**config.mk**
```make
export PLATFORM = sky130hd
export DESIGN_NAME = irq_vector_ctrl
export DESIGN_NICKNAME = d
export VERILOG_FILES = /design/src/rtl/irq_pkg.sv /design/src/rtl/irq_flag_cell.sv /design/src/rtl/irq_slot_arbiter.sv /design/src/rtl/irq_poll_unit.sv /design/src/rtl/irq_vector_ctrl.sv
export SDC_FILE = /design/constraint.sdc
export NUM_CORES = 1
export LEC_CHECK = 0
export CAP_MARGIN = 20
export CORE_MARGIN = 2
export CORE_UTILIZATION = 34
export CTS_CLUSTER_DIAMETER = 100
export DETAILED_ROUTE_END_ITERATION = 10
export PLACE_DENSITY_LB_ADDON = 0.05
export REMOVE_ABC_BUFFERS = 1
export SYNTH_ARGS = -nofsm -noshare
export SYNTH_HDL_FRONTEND = slang
export SYNTH_SLANG_ARGS = --single-unit
```
**constraint.sdc**
```tcl
create_clock -name clk -period 1.5 [get_ports clk]
set_clock_uncertainty 0.1 [all_clocks]
set_input_delay 0.225 -clock clk [delete_from_list [all_inputs] [get_ports clk]]
set_output_delay 0.225 -clock clk [all_outputs]
set_load 0.03 [all_outputs]
```
**src/rtl/irq_pkg.sv**
```systemverilog
package irq_pkg;
    localparam int NUM_SRC = 3;

    typedef enum logic [1:0] {
        SRC_ADC  = 2'd0,
        SRC_TMR  = 2'd1,
        SRC_SER  = 2'd2,
        SRC_NONE = 2'd3
    } irq_src_e;
endpackage

```
**src/rtl/irq_flag_cell.sv**
```systemverilog
module irq_flag_cell (
    input  logic clk,
    input  logic rst_n,
    input  logic set_i,
    input  logic clr_i,
    output logic flag_o
);
    logic flag_d, flag_q;

    // a fresh event outranks a clear so no request is lost
    always_comb begin
        flag_d = flag_q;
        if (clr_i) flag_d = 1'b0;
        if (set_i) flag_d = 1'b1;
    end

    always_ff @(posedge clk or negedge rst_n) begin
        if (!rst_n) flag_q <= 1'b0;
        else        flag_q <= flag_d;
    end

    assign flag_o = flag_q;
endmodule

```
**src/rtl/irq_slot_arbiter.sv**
```systemverilog
module irq_slot_arbiter
    import irq_pkg::*;
#(
    parameter int              CTL_W      = 4,
    parameter int              ADC_EN_BIT = 2,
    parameter int              SH_EN_BIT  = 3,
    parameter int              VEC_W      = 4,
    parameter logic [VEC_W-1:0] ADC_VEC   = 4'hC,
    parameter logic [VEC_W-1:0] SH_VEC    = 4'hE
) (
    input  logic [NUM_SRC-1:0] flags_i,
    input  logic [CTL_W-1:0]   ctl_i,
    input  logic               sel_i,
    input  logic               gie_i,
    output logic               req_o,
    output logic [VEC_W-1:0]   vec_o,
    output logic               adc_win_o
);
    logic slot_flag, adc_pend, sh_pend;

    always_comb begin
        slot_flag = sel_i ? flags_i[SRC_SER] : flags_i[SRC_TMR];
        adc_pend  = gie_i && ctl_i[ADC_EN_BIT] && flags_i[SRC_ADC];
        sh_pend   = gie_i && ctl_i[SH_EN_BIT] && slot_flag;
        req_o     = adc_pend || sh_pend;
        adc_win_o = adc_pend;
        vec_o     = adc_pend ? ADC_VEC : SH_VEC;
    end
endmodule

```
**src/rtl/irq_poll_unit.sv**
```systemverilog
module irq_poll_unit
    import irq_pkg::*;
#(
    parameter int CTL_W      = 4,
    parameter int ADC_EN_BIT = 2,
    parameter int SH_EN_BIT  = 3
) (
    input  logic               poll_req_i,
    input  logic [1:0]         poll_src_i,
    input  logic [NUM_SRC-1:0] flags_i,
    input  logic [CTL_W-1:0]   ctl_i,
    output logic [NUM_SRC-1:0] hit_o
);
    for (genvar g = 0; g < NUM_SRC; g++) begin : g_hit
        logic en;
        if (g == int'(SRC_ADC)) begin : g_adc
            assign en = ctl_i[ADC_EN_BIT];
        end else begin : g_sh
            assign en = ctl_i[SH_EN_BIT];
        end
        assign hit_o[g] = poll_req_i && (poll_src_i == 2'(g)) && !en && flags_i[g];
    end
endmodule

```
**src/rtl/irq_vector_ctrl.sv**
```systemverilog
module irq_vector_ctrl
    import irq_pkg::*;
#(
    parameter int               CTL_W      = 4,
    parameter int               ADC_EN_BIT = 2,
    parameter int               SH_EN_BIT  = 3,
    parameter int               VEC_W      = 4,
    parameter int               PAGE_W     = 3,
    parameter logic [PAGE_W-1:0] VEC_PAGE  = 3'd1,
    parameter logic [VEC_W-1:0] ADC_VEC    = 4'hC,
    parameter logic [VEC_W-1:0] SH_VEC     = 4'hE
) (
    input  logic               clk,
    input  logic               rst_n,
    input  logic               evt_adc,
    input  logic               evt_tmr,
    input  logic               evt_ser,
    input  logic               ctl_wr,
    input  logic [CTL_W-1:0]   ctl_wdata,
    input  logic               sel_wr,
    input  logic               sel_wdata,
    input  logic               gie_set,
    input  logic               gie_clr,
    input  logic               irq_ack,
    input  logic               poll_req,
    input  logic [1:0]         poll_src,
    output logic               irq_req,
    output logic [PAGE_W-1:0]  irq_page,
    output logic [VEC_W-1:0]   irq_vec,
    output logic               skip,
    output logic [NUM_SRC-1:0] req_flags
);
    typedef struct packed {
        logic [CTL_W-1:0] ctl;
        logic             sel;
        logic             gie;
        logic             skip;
    } ctl_state_t;

    ctl_state_t st_d, st_q;

    logic [NUM_SRC-1:0] evt_vec, ack_clr, poll_hit, flags;
    logic               adc_win, ack_ok;

    assign evt_vec = {evt_ser, evt_tmr, evt_adc};

    for (genvar g = 0; g < NUM_SRC; g++) begin : g_flag
        irq_flag_cell u_cell (
            .clk    (clk),
            .rst_n  (rst_n),
            .set_i  (evt_vec[g]),
            .clr_i  (ack_clr[g] | poll_hit[g]),
            .flag_o (flags[g])
        );
    end

    irq_slot_arbiter #(
        .CTL_W(CTL_W), .ADC_EN_BIT(ADC_EN_BIT), .SH_EN_BIT(SH_EN_BIT),
        .VEC_W(VEC_W), .ADC_VEC(ADC_VEC), .SH_VEC(SH_VEC)
    ) u_arb (
        .flags_i   (flags),
        .ctl_i     (st_q.ctl),
        .sel_i     (st_q.sel),
        .gie_i     (st_q.gie),
        .req_o     (irq_req),
        .vec_o     (irq_vec),
        .adc_win_o (adc_win)
    );

    irq_poll_unit #(
        .CTL_W(CTL_W), .ADC_EN_BIT(ADC_EN_BIT), .SH_EN_BIT(SH_EN_BIT)
    ) u_poll (
        .poll_req_i (poll_req),
        .poll_src_i (poll_src),
        .flags_i    (flags),
        .ctl_i      (st_q.ctl),
        .hit_o      (poll_hit)
    );

    assign ack_ok = irq_ack && irq_req;

    always_comb begin
        ack_clr          = '0;
        ack_clr[SRC_ADC] = ack_ok && adc_win;
        ack_clr[SRC_TMR] = ack_ok && !adc_win && !st_q.sel;
        ack_clr[SRC_SER] = ack_ok && !adc_win && st_q.sel;

        st_d = st_q;
        if (ctl_wr)  st_d.ctl = ctl_wdata;
        if (sel_wr)  st_d.sel = sel_wdata;
        if (gie_set) st_d.gie = 1'b1;
        if (gie_clr) st_d.gie = 1'b0;
        if (ack_ok)  st_d.gie = 1'b0;
        st_d.skip = |poll_hit;
    end

    always_ff @(posedge clk or negedge rst_n) begin
        if (!rst_n) st_q <= '0;
        else        st_q <= st_d;
    end

    assign irq_page  = VEC_PAGE;
    assign skip      = st_q.skip;
    assign req_flags = flags;
endmodule

```
==> results.ini, run 1 <==
[place]
dpl.hpwl_um=781
numPortBuffers=21
dpl_cell_area_um2=663
gp_congestion=0.640

[global_route]
grt_pass1_wl_um=1580
grt_max_degree=9
grt_overflow=0
grt_pass1_vias=384
antenna_found_initial=0
grtUsageTotal_pct=15.5

[critical_path]
critPathMaxStageDelay_ns=0.38
reg2reg_slack_ns=0.23
crit_family=flip-flops
crit_arrival_ns=1.15
crit_fanout=2
slowest_stage=dfrtp_1
required_ns=1.17
start_kind=flip-flop
critPathCaptureType=primary output
r2r-end=g_flag[0].u_cell.flag_o
critical_path_class=reg2out
cp-startpoint=st_q[2]
r2r.worst_path.cells=3
timing.rr.start=st_q[5]
critPathCapture=irq_req
crit_chain=mux2i_2 > o21ai_1 > buf_4
crit_cells=3
cp_num_buf_inv=1

[detailed_routing]
first_iter_violations=8
wl_per_cell_um=11.0
drt-total-wl_um=955
drc_errors=0
first_pass_iters=4
post_drt_via_cell_ratio=4.76
ant_nets=0
num_vias=414

[timing]
whs_ns=0.155
drv_slew=0
setup_tns_ns=0
grt_setup_unrepaired=yes
setup_viol=0
min_period_over_period_pct=98.5
hold_viol=0
layout_min_cycle_time_ns=1.48
max_freq_mhz=677

[clock_network]
tritoncts=yes
hold_buffers=0
cts_made_buffers=3
clock_path_buffers=2
clk_pin_slew_ns=0.06
clock_latency_ns=0.26
clock_sinks=8
h-tree-depth=1
cts-root-buf=clkbuf_4

[logic_synthesis]
synth_flop_cell=dfrtp_1
synth.cell_area_um2=469
yosys.area.top_type_share_pct=42.7
synth_area_leader_cell=dfrtp_1
synth.distinct_cells=22
synth.most_common_cell=buf_4
ys_seq_elements=8
async_reset_ff_share_pct=100
ys_seq_area_share_pct=42.7
syn_area_per_cell_um2=9.58
yosys-top-cells-area=dfrtp_1, buf_4, mux2_2
yosys-top-cells-count=buf_4, dfrtp_1, o21ai_0
ys_warn_count=0
syn_inst=49
synth_edf_count=0

[floorplan]
initial_utilization_pct=36.1
ioPinCount=30
dieWidth_um=41.2
die_area_um2=1690
core_area_um2=1300
die_y_um=41.2
num_rows=13

[power]
powerDensity_nw_per_um2=845
p_leak_nw=0.301
ir_worst_vdd_v=0.000529

[job]
cap_violations=0

[layout]
finalNetCount=92
final_util_pct=53.6
syn_to_final_growth_pct=48.5
n_antenna_cell=0
layout-drive-gt1-share_pct=20.8
stdcell_area_um2=697

[min_path]
hold_path.class=in2async

[run_status]
status=finished clean

==> cell families (layout without fill, tap and decap cells) <==
| family | Yosys count | count (layout) | synth area share, % |
|---|---|---|---|
| other | 2 | 6 | 1.60 |
| AOI/OAI and AO/OA | 11 | 11 | 16.3 |
| and+or+nand+nor | 13 | 13 | 15.7 |
| buffers and inverters | 12 | 31 | 16.8 |
| muxes | 3 | 3 | 6.93 |
| DFF | 8 | 8 | 42.7 |
==> report_power, final <==
part | internal (mW) | total [mW] | switching (mW)
sequential | 0.234 | 0.254 | 0.0198
clock | 0.0917 | 0.167 | 0.0751
combinational | 0.0830 | 0.168 | 0.0855
total | 0.408 | 0.589 | 0.180
==> routing by layer <==
metal  wire length (um)  global-route usage [%]  share of wire, %  vias up
met4                 10                    7.26               1.0        0
met3                110                    9.78                12        3
li1                   -                       -                 -      205
met1                382                    17.0                40      182
met2                452                    23.4                47       24
met5                  0                       0                 0        -
==> registers in the layout (all words and copies together), names as in the netlist <==
signal / count
skip: 1
g_flag.u_cell.flag_o: 3
st_q: 4
==> metrics by stage <==
step	total power, mW	worst slack, ns	std cells
global placement	0.424	-0.0288	83
floorplan	0.337	-0.213	44
global route	0.630	-0.0332	87
CTS	0.600	0.000152	87
detailed placement	0.425	-0.0331	83
finish	0.589	0.0229	87
==> worst min-delay path by stage <==
stage / endpoint / slack, ns / cells after the start
6_report: skip / 0.15 / 1
5_1_grt: skip / 0.18 / 1
4_1_cts: skip / 0.16 / 1
3_5_place_dp: skip / 0.45 / 1
3_3_place_gp: skip / 0.44 / 1
2_1_floorplan: g_flag[0].u_cell.flag_o / -0.17 / 0
==> layout make-up <==
cell class	instances	area, um^2
Sequential cell	8	200
Tap cell	15	18.8
Clock buffer	3	22.5
Fill cell	130	604
Timing Repair Buffer	25	230
Multi-Input combinational cell	33	214
Inverter	3	11.3
==> cell usage in the layout (no fill, tap or decap), drive strengths merged, types with 2 or more instances in the layout <==
cell and count:
nand2 3, conb 6, dfrtp 8, buf 6
mux2 2, inv 3, a31o 2, clkbuf 3
dlygate4sd2 4, nand2b 3, nand3 3, o21ai 4
clkdlybuf4s50 15
==> timing repair <==
item / 4_1_cts / 5_1_grt
setup endpoints to repair: 5 / 1
gates resized for setup: 6 / 1
pin swaps: 0 / 1
setup buffers: 1 / 0
Power figures use the tool's default switching activity.
==> run 2: changes to the inputs <==
ABC_AREA = 1   (was unset)
CTS_CLUSTER_SIZE = 16   (was unset)
SKIP_LAST_GASP = 1   (was unset)
==> run 2 against run 1 <==
- sequential power down 2%
- core utilization down 0.20 points
- sequential share of layout area up 0.47 points
- first-iteration DRC count down 38%
- final cell count up 11%
- total power down 0.63%
- count of clock-buffer cells in the layout unchanged
- synthesized cell count up 22%
- design area down 1.6%
- critical path type unchanged
- largest cell class unchanged
- largest power group unchanged
==> results.ini, run 2 <==
[logic_synthesis]
ys_seq_elements=8  ; unchanged
synth_flop_cell=dfrtp_1  ; unchanged
yosys-top-cells-count=nand2_1, buf_4, dfrtp_1  ; was buf_4, dfrtp_1, o21ai_0
synth_top_family_by_area=buffers and inverters  ; unchanged
synth_adder_area_share_pct=0  ; unchanged
ys_seq_area_share_pct=43.2  ; was 42.7%
yosys.area.top_type_share_pct=43.2  ; was 42.7%
yosys.area_share.simple_pct=18.9  ; was 15.7%
syn_inst=60  ; was 49
synth-compound-area-share_pct=15.1  ; was 16.3%
synth_area_leader_cell=dfrtp_1  ; unchanged
synth_mux_area_share_pct=0  ; was 6.93%
synth.distinct_cells=12  ; was 22
async_reset_ff_share_pct=100  ; unchanged
ys_warn_count=0  ; unchanged
synth.most_common_cell=nand2_1  ; was buf_4
synth.cell_area_um2=463  ; was 469 um^2
synth_xor_area_share_pct=0  ; unchanged
synth_edf_count=0  ; unchanged
syn_area_per_cell_um2=7.72  ; was 9.58 um^2
yosys-top-cells-area=dfrtp_1, buf_4, nand2_1  ; was dfrtp_1, buf_4, mux2_2

[layout]
n_antenna_cell=0  ; unchanged
finalNetCount=102  ; was 92
stdcell_area_um2=686  ; was 697 um^2
syn_to_final_growth_pct=48.1  ; was 48.5%
finalNonFillerCells=97  ; was 87
layout-drive-gt1-share_pct=13.4  ; was 20.8%
largest_reg_flops=4  ; unchanged
final_util_pct=53.4  ; was 53.6%
mostFrequentLayoutCells=clkdlybuf4s50_1, nand2_1, dfrtp_1  ; was clkdlybuf4s50_1, dfrtp_1, conb_1, buf_4, dlygate4sd2_1
top_register=st_q  ; unchanged
layout_commonest_cell=clkdlybuf4s50_1  ; unchanged

[run_status]
status=finished clean  ; unchanged

[critical_path]
crit_arrival_ns=1.13  ; was 1.15 ns
r2r.worst_path.cells=7  ; was 3
r2r-end=g_flag[2].u_cell.flag_o  ; was g_flag[0].u_cell.flag_o
crit_fanout=3  ; was 2
timing.rr.start=st_q[2]  ; was st_q[5]
critPathCaptureType=primary output  ; unchanged
reg2reg_slack_ns=0.25  ; was 0.23 ns
start_kind=flip-flop  ; unchanged
required_ns=1.17  ; about the same
critical_path_class=reg2out  ; unchanged

[timing]
min_period_over_period_pct=97.0  ; was 98.5%
setup_tns_ns=0  ; unchanged
hold_viol=0  ; unchanged
max_freq_mhz=688  ; was 677 MHz
setup_viol=0  ; unchanged
drv_slew=0  ; unchanged
whs_ns=0.143  ; was 0.155 ns
setup_ws_ns=0.0456  ; was 0.0229 ns
layout_min_cycle_time_ns=1.45  ; was 1.48 ns

[global_route]
antenna_found_initial=0  ; unchanged
grt_overflow=0  ; unchanged
met3_usage_pct=8.15  ; was 9.78%
grt_max_degree=9  ; unchanged
grt_pass1_wl_um=1490  ; was 1580 um
busiest_layer=met2  ; unchanged
use_met1_pct=15.7  ; was 17.0%
grtUsageTotal_pct=14.5  ; was 15.5%
use_met2_pct=23.4  ; unchanged
grt_pass1_vias=377  ; was 384

[place]
placedCellCount=92  ; was 83
gp_congestion=0.746  ; was 0.640
dpl.hpwl_um=758  ; was 781 um
numPortBuffers=21  ; unchanged
dpl_cell_area_um2=642  ; was 663 um^2
pre_cts_ws_ns=0.105  ; was -0.0331 ns

[floorplan]
initial_utilization_pct=36.0  ; was 36.1%
die_area_um2=1670  ; was 1690 um^2
ioPinCount=30  ; unchanged
num_rows=13  ; unchanged
die_y_um=40.9  ; was 41.2 um
dieWidth_um=40.9  ; was 41.2 um
core_area_um2=1280  ; was 1300 um^2

[clock_network]
cts-root-buf=clkbuf_4  ; unchanged
clock_path_buffers=2  ; unchanged
cts_made_buffers=3  ; unchanged
clock_latency_ns=0.26  ; about the same
tritoncts=yes  ; unchanged
h-tree-depth=1  ; unchanged
clock_sinks=8  ; unchanged
clk_pin_slew_ns=0.06  ; about the same

[detailed_routing]
drc_errors=0  ; unchanged
wl_per_cell_um=10.0  ; was 11.0 um
first_iter_violations=5  ; was 8
num_vias=430  ; was 414
drt-total-wl_um=972  ; was 955 um
first_pass_iters=3  ; was 4
ant_nets=0  ; unchanged
post_drt_via_cell_ratio=4.43  ; was 4.76

[power]
p_leak_nw=0.330  ; was 0.301 nW
powerDensity_nw_per_um2=853  ; was 845 nW/um^2
power_uw=585  ; was 589 uW
ir_worst_vdd_v=0.000511  ; was 0.000529 V

[job]
cap_violations=0  ; unchanged

[min_path]
hold_path.class=in2async  ; unchanged

==> run 2: changes by cell type in the layout (fill, tap and decap cells not counted), sizes merged, moves of 2 or more <==
cell / before / now
nand3: 3 / 5
a21oi: 0 / 2
o21bai: 1 / 4
a31o: 2 / 0
mux2: 2 / 0
nand2b: 3 / 0
inv: 3 / 7
o21ai: 4 / 6
nand2: 3 / 13
==> run 2: final cells by class <==
class	instances	area, um^2
multi-input cells	39	188
repair buffers	24	226
inverters	8	30.0
fillers	121	599
flip-flops and latches	8	200
well taps	15	18.8
clock buffers	3	22.5
==> run 2: layer usage <==
| metal | up-vias | share of wire [%] |
|---|---|---|
| li1 | 218 | - |
| met5 | - | 0 |
| met1 | 188 | 40 |
| met3 | 0 | 11 |
| met4 | 0 | 0 |
| met2 | 24 | 50 |
==> run 2: worst max path at each step <==
stage                                 start      endpoint  slack [ns]
floorplan           g_flag[0].u_cell.flag_o       st_q[1]       -0.10
global placement    g_flag[2].u_cell.flag_o  req_flags[2]        0.12
detailed placement  g_flag[1].u_cell.flag_o  req_flags[1]        0.11
CTS                                 st_q[2]       irq_req        0.01
global route                        st_q[2]       irq_req       -0.03
finish                              st_q[2]       irq_req        0.05
==> run 2: cell families after synthesis <==
group / Yosys count
buf+inv: 17
simple gates: 21
flops: 8
other cells: 2
compound gates: 12
==> run 2: critical path, cell delays in order (launching register included) <==
cell and delay (ns):
dfrtp_1 0.40, inv_2 0.07, nand2_1 0.04, nand2_1 0.08
nand2_1 0.07, nand2_2 0.07, buf_6 0.13
==> run 2: timing repair <==
action                                  in CTS  in global routing
pin swaps                                    0                  1
hold buffers                                 0                  0
resized for setup                            5                  3
buffers inserted                             0                  2
endpoints found under the setup margin       5                  1
==> run 2: where the power goes <==
part	internal [mW]	switching [mW]	leakage (nW)
Sequential	0.233	0.0152	0.0905
Combinational	0.0780	0.0921	0.226
Clock	0.0917	0.0747	0.0138
